==> config.mk <==
export PLATFORM = sky130hd
export DESIGN_NAME = mbx_irq_ctrl
export DESIGN_NICKNAME = d
export VERILOG_FILES = /design/src/rtl/mbx_pkg.sv /design/src/rtl/mbx_port_decode.sv /design/src/rtl/mbx_flag.sv /design/src/rtl/mbx_irq_ctrl.sv
export SDC_FILE = /design/constraint.sdc
export NUM_CORES = 1
export LEC_CHECK = 0
export BUFFER_PORTS_ARGS = -buffer_cell sky130_fd_sc_hd__buf_2
export CORE_AREA = 2 2 39 41
export DETAILED_ROUTE_END_ITERATION = 12
export DIE_AREA = 0 0 41 43
export PLACE_DENSITY = 0.5
export SYNTH_ARGS = -nofsm -noshare
export SYNTH_HDL_FRONTEND = slang
export SYNTH_HIERARCHICAL = 1
export SYNTH_SLANG_ARGS = --single-unit
==> constraint.sdc <==
create_clock -name clk -period 2.15 [get_ports clk]
set_input_delay 0.1075 -clock clk [delete_from_list [all_inputs] [get_ports clk]]
set_output_delay 0.1075 -clock clk [all_outputs]
set_load 0.005 [all_outputs]
==> src/rtl/mbx_pkg.sv <==
package mbx_pkg;
  localparam int NUM_PORTS = 2;

  typedef enum logic {
    SIDE_L = 1'b0,
    SIDE_R = 1'b1
  } side_e;

  // Active-low access strobes of one port
  typedef struct packed {
    logic cs_n;
    logic we_n;
    logic oe_n;
  } strobe_t;
endpackage

==> src/rtl/mbx_port_decode.sv <==
module mbx_port_decode
  import mbx_pkg::*;
#(
  parameter int ADDR_W = 14,
  parameter logic [ADDR_W-1:0] OWN_BOX = '1,
  parameter logic [ADDR_W-1:0] PEER_BOX = '0,
  parameter bit CLR_NEEDS_READ = 1'b1
) (
  input  logic              en,
  input  strobe_t           strb,
  input  logic [ADDR_W-1:0] addr,
  output logic              hit_peer_wr,
  output logic              hit_own_clr
);
  logic sel;
  logic wr_q;
  logic clr_we_ok;

  assign sel  = en && !strb.cs_n;
  assign wr_q = sel && !strb.we_n;

  generate
    if (CLR_NEEDS_READ) begin : g_rd_only
      assign clr_we_ok = strb.we_n;
    end else begin : g_any_we
      assign clr_we_ok = 1'b1;
    end
  endgenerate

  assign hit_peer_wr = wr_q && (addr == PEER_BOX);
  assign hit_own_clr = sel && !strb.oe_n && clr_we_ok && (addr == OWN_BOX);
endmodule

==> src/rtl/mbx_flag.sv <==
module mbx_flag (
  input  logic clk,
  input  logic rst_n,
  input  logic en,
  input  logic set,
  input  logic clr,
  output logic flag
);
  always_ff @(posedge clk) begin
    if (!rst_n)      flag <= 1'b0;
    else if (!en)    flag <= 1'b0;
    else if (set)    flag <= 1'b1;  // set has priority over clear
    else if (clr)    flag <= 1'b0;
  end
endmodule

==> src/rtl/mbx_irq_ctrl.sv <==
module mbx_irq_ctrl
  import mbx_pkg::*;
#(
  parameter int ADDR_W = 14
) (
  input  logic              clk,
  input  logic              rst_n,
  input  logic              mbox_en,
  input  logic              l_cs_n,
  input  logic              l_we_n,
  input  logic              l_oe_n,
  input  logic [ADDR_W-1:0] l_addr,
  input  logic              r_cs_n,
  input  logic              r_we_n,
  input  logic              r_oe_n,
  input  logic [ADDR_W-1:0] r_addr,
  output logic              l_irq_n,
  output logic              r_irq_n
);
  localparam logic [ADDR_W-1:0] BOX_HI = '1;
  localparam logic [ADDR_W-1:0] BOX_LO = {{(ADDR_W-1){1'b1}}, 1'b0};

  strobe_t           strb  [NUM_PORTS];
  logic [ADDR_W-1:0] addr  [NUM_PORTS];
  logic              wr_pk [NUM_PORTS];
  logic              clr_o [NUM_PORTS];
  logic              flag  [NUM_PORTS];

  assign strb[SIDE_L] = '{cs_n: l_cs_n, we_n: l_we_n, oe_n: l_oe_n};
  assign strb[SIDE_R] = '{cs_n: r_cs_n, we_n: r_we_n, oe_n: r_oe_n};
  assign addr[SIDE_L] = l_addr;
  assign addr[SIDE_R] = r_addr;

  generate
    for (genvar p = 0; p < NUM_PORTS; p++) begin : g_side
      mbx_port_decode #(
        .ADDR_W        (ADDR_W),
        .OWN_BOX       ((p == 0) ? BOX_LO : BOX_HI),
        .PEER_BOX      ((p == 0) ? BOX_HI : BOX_LO),
        .CLR_NEEDS_READ((p == 0) ? 1'b0 : 1'b1)
      ) u_dec (
        .en         (mbox_en),
        .strb       (strb[p]),
        .addr       (addr[p]),
        .hit_peer_wr(wr_pk[p]),
        .hit_own_clr(clr_o[p])
      );

      mbx_flag u_flag (
        .clk  (clk),
        .rst_n(rst_n),
        .en   (mbox_en),
        .set  (wr_pk[NUM_PORTS-1-p]),
        .clr  (clr_o[p]),
        .flag (flag[p])
      );
    end
  endgenerate

  assign l_irq_n = ~flag[SIDE_L];
  assign r_irq_n = ~flag[SIDE_R];
endmodule

==> results.cfg, run 1 <==
[drt]
via_count = 331
antenna_left = 0
routedLengthMet1_um = 293
detail_route.wl_per_cell_um = 9.68
drtPass1Iterations = 4
wl_um = 765
route.met2.wl_um = 393
top_layer_used = met3
route.met3.wl_um = 78
initialDrtViolationCount = 3
route.detailed.drc = 0
viasPerCell = 4.19

[clock_network]
clock-sinks = 2
hold_buffers = 0
worstSkewPairLatency_ps = 220
clk_pin_slew_ps = 30
cts_tree = done
cts_setup_buffers = 0
htreeDepth = 1
cts_resized = 0
clockBufferDepth = 2
cts_root_buf = clkbuf_4
cts_buffers = 3

[setup_path]
cp-end-kind = register
critPathMaxFanout = 2
critPathArrivalTime_ps = 1210
start_kind = input port
critPathRequiredTime_ps = 2260
crit_type = input port to register

[final_layout]
layout_commonest_cell = buf_2
design_area_um2 = 422
layout_common_cells = buf_2 (38), nand4_1 (4), clkbuf_4 (3)
nNetsFinal = 102
synthToLayoutAreaGrowth_pct = 123
regMostFlops = g_side.u_flag/flag
antenna_cells = 0
drive_gt1_share_pct = 68.3
fin_util_pct = 30.5
reg_top3 = g_side.u_flag/flag: 2 flops
largest_reg_flops = 2

[floorplan]
die_width_um = 41
initial_core_util_pct = 13.7
rows = 14
die_area_mm2 = 0.00176
die_y_um = 43
core_mm2 = 0.00138
ios = 39

[pwr]
finalPower_mw = 0.158
leakagePower_nw = 0.240
power_density_mw_per_mm2 = 374
ir_drop_mv = 0.179

[sta]
hold_viol_final = 0
hold_slack_ps = 144
tns_ps = 0
max_freq_ghz = 0.908
min_period_over_period_pct = 51.3
slew_headroom_pct = 77.8
setup_viol = 0
drv_slew = 0
worst_pin_slew_ps = 330
skew_ps = 0
min_period_ps = 1100
rsz0062_at_grt = false

[yosys]
syn_area_um2 = 189
ys_seq_elements = 2
synth_nets = 59
synth_cell_types = 11
syn_avg_cell_area_um2 = 8.59
synthCells = 22
synth_seq_area_share_pct = 21.2
yosys_warnings = 6

[global_route]
grt_antenna_before_repair = 0
grt.total_usage_pct = 9.82
grt_pass1_vias = 339
overflow = 0
grt_pass1_wl_um = 1150
grt_start_max_net_pins = 5

[flow_run]
drv_cap = 0

[placement]
io_buffer_count = 38
placed_cell_area_um2 = 399
gp_congestion = 0.655

[min_path]
hp-class = input port to register

[outcome]
outcome = completed
[final cells by class]
cell class	instances	area, um^2
Fill cell	156	962
Timing Repair Buffer	38	190
Multi-Input combinational cell	18	141
Sequential cell	2	40.0
Clock buffer	3	22.5
Tap cell	16	20.0
Inverter	2	7.51
[final timing paths]
path | startpoint | endpoint | slack, ps | depth (start not counted)
max | r_cs_n | g_side[1].u_flag/flag | 1050 | 6
min | rst_n | g_side[0].u_flag/flag | 140 | 2
max reg2reg | g_side[0].u_flag/flag | g_side[0].u_flag/flag | 1420 | 2
min reg2reg | g_side[1].u_flag/flag | g_side[1].u_flag/flag | 610 | 2
[stage by stage]
step | cells | setup slack [ps]
3_5_place_dp | 76 | 815
5_1_grt | 79 | 945
2_1_floorplan | 22 | 1080
6_report | 79 | 1050
4_1_cts | 79 | 1050
3_3_place_gp | 76 | 833
[routing by layer]
metal  global-route usage, %  up-vias
met5                       0        -
met4                    8.00        0
met3                    3.14        0
met2                    15.0       14
met1                    10.2      143
li1                        -      174
[report_power, final]
part           leakage [nW]  switching, mW  internal, mW
registers            0.0161   0.0000000930        0.0374
logic                 0.210         0.0120        0.0252
clock network        0.0138         0.0214        0.0616
[cell usage after synthesis]
cell	instances	area share, %
and3b_1	1	4.6
and4b_1	1	5.3
dfxtp_1	2	21
inv_1	2	4.0
nand3_1	2	5.3
nand4_1	4	13
nand4b_1	2	9.3
nor2b_1	2	6.6
nor3b_2	2	13
nor4_1	2	6.6
o211a_1	2	11
[critical path, stage by stage]
cell      delay (ps)
buf_2             90
nand4b_1         160
nor4_1           360
and4b_1          250
nor2b_1           50
o211a_1          190
[cells by family after synthesis]
logic type	count (synthesis)	synth area share, %
AOI/OAI and AO/OA	2	10.6
and+or+nand+nor	16	64.2
buffers and inverters	2	3.97
DFF	2	21.2
No activity file was read; power rests on OpenSTA's default activity.
==> run 2, diff against run 1 <==
Clock period 2.15 ns to 1.1 ns, I/O delays scaled along.
==> run 2 against run 1 <==
Effect of this change:
- hold slack got worse by 53 ps
- sequential power grew 95%
- cell count is 1.3% higher
- register-to-register slack got worse by 1000 ps
- core utilization up 0.99 points
- critical path type unchanged
- highest routed layer unchanged
==> results.cfg, run 2 (synthesized netlist as in run 1, its figures left out) <==
[floorplan]
die_y_um = 43
core_mm2 = 0.00138
ios = 39
rows = 14
initial_core_util_pct = 13.7
die_width_um = 41
die_area_mm2 = 0.00176

[clock_network]
cts_root_buf = clkbuf_4
cts_setup_buffers = 0
hold_buffers = 0
cts_resized = 0
clockBufferDepth = 2
cts_buffers = 3
cts_tree = done
clock-sinks = 2
clk_pin_slew_ps = 30
htreeDepth = 1
worstSkewPairLatency_ps = 220

[drt]
route.detailed.drc = 0
initialDrtViolationCount = 2
detail_route.wl_per_cell_um = 9.35
wl_um = 748
viasPerCell = 4.14
antenna_left = 0
via_count = 331
drtPass1Iterations = 4

[final_layout]
antenna_cells = 0
reg_top3 = g_side.u_flag/flag: 2 flops
drive_gt1_share_pct = 70.3
fin_util_pct = 31.5
design_area_um2 = 435
largest_reg_flops = 2
layout_common_cells = buf_2 (38), nand4_1 (4), clkbuf_4 (3)
finalNonFillerCells = 80
synthToLayoutAreaGrowth_pct = 130
regMostFlops = g_side.u_flag/flag
layout_commonest_cell = buf_2
num-fill-cells = 162
nNetsFinal = 103

[global_route]
grt_pass1_wl_um = 1020
overflow = 0
grt_pass1_vias = 314
grt.total_usage_pct = 8.72
grt_antenna_before_repair = 0
grt_start_max_net_pins = 4

[pwr]
leakagePower_nw = 0.245
power_density_mw_per_mm2 = 711
ir_drop_mv = 0.382

[sta]
slew_headroom_pct = 82.3
skew_ps = 0
setup_viol = 0
hold_slack_ps = 91.4
drv_slew = 0
hold_viol_final = 0
rsz0062_at_grt = false
worst_pin_slew_ps = 263
min_period_over_period_pct = 90.1
min_period_ps = 991
setup_ws_ps = 109
max_freq_ghz = 1.01

[setup_path]
critPathArrivalTime_ps = 1100
start_kind = input port
cpMaxStageDelayCell = nor4_2
cp_slowest_stage_delay_ps = 310
r2r_slack_ps = 370
critPathRequiredTime_ps = 1210
cp-end-kind = register
r2r_cells = 2
crit_type = input port to register
cp_num_buf_inv = 1
reg2reg_from = g_side[0].u_flag/flag
crit_chain = buf_2 -> nand4b_1 -> nor4_2 -> and4b_1 -> nor2b_1 -> o211a_1
crit_family = simple AND/OR/NAND/NOR gates
reg2reg_to = g_side[0].u_flag/flag
critPathMaxFanout = 2

[min_path]
hp-class = input port to register
min_path_cells = 2
hold_start = rst_n
hold_path_end = g_side[1].u_flag/flag

[flow_run]
drv_cap = 0

[placement]
io_buffer_count = 38
gp_congestion = 0.653
pre_cts_ws_ps = -164
placedCellCount = 77
placed_cell_area_um2 = 407

[outcome]
outcome = completed
==> run 2: routing by layer <==
metal,GRT usage [%],part of all wire (%),vias to the layer above
li1,-,-,175
met1,7.35,33,142
met2,15.0,56,14
met3,2.09,11,0
met4,8.00,0,0
met5,0,0,-
==> run 2: area by class of cell <==
| cell class | count | area, um^2 | area share (%) |
|---|---|---|---|
| Inverter | 2 | 7.51 | 1.72 |
| Timing Repair Buffer | 39 | 198 | 45.4 |
| Sequential cell | 2 | 40.0 | 9.20 |
| Multi-Input combinational cell | 18 | 148 | 33.9 |
| Clock buffer | 3 | 22.5 | 5.17 |
| Tap cell | 16 | 20.0 | 4.60 |
==> run 2: metrics by stage <==
stage               total power, mW  TNS, ps
finish                        0.309        0
global route                  0.332        0
CTS                           0.325        0
detailed placement            0.149     -293
global placement              0.149     -231
floorplan                    0.0812        0
==> run 2: power by group <==
group	internal, mW	leakage, nW	total (mW)	switching [mW]
clock	0.120	0.0138	0.161	0.0409
combinational	0.0515	0.215	0.0751	0.0236
sequential	0.0731	0.0161	0.0731	0.000000154
==> run 2: how the worst max path moves through the flow <==
stage,from,end,slack [ps],depth (start not counted)
after CTS,r_cs_n,g_side[1].u_flag/flag,70,6
after detailed placement,r_cs_n,g_side[1].u_flag/flag,-160,6
after global placement,r_cs_n,g_side[1].u_flag/flag,-170,6
after floorplan,r_cs_n,g_side[1].u_flag/flag,80,5
after global routing,l_cs_n,g_side[0].u_flag/flag,10,6
final,r_cs_n,g_side[1].u_flag/flag,110,6
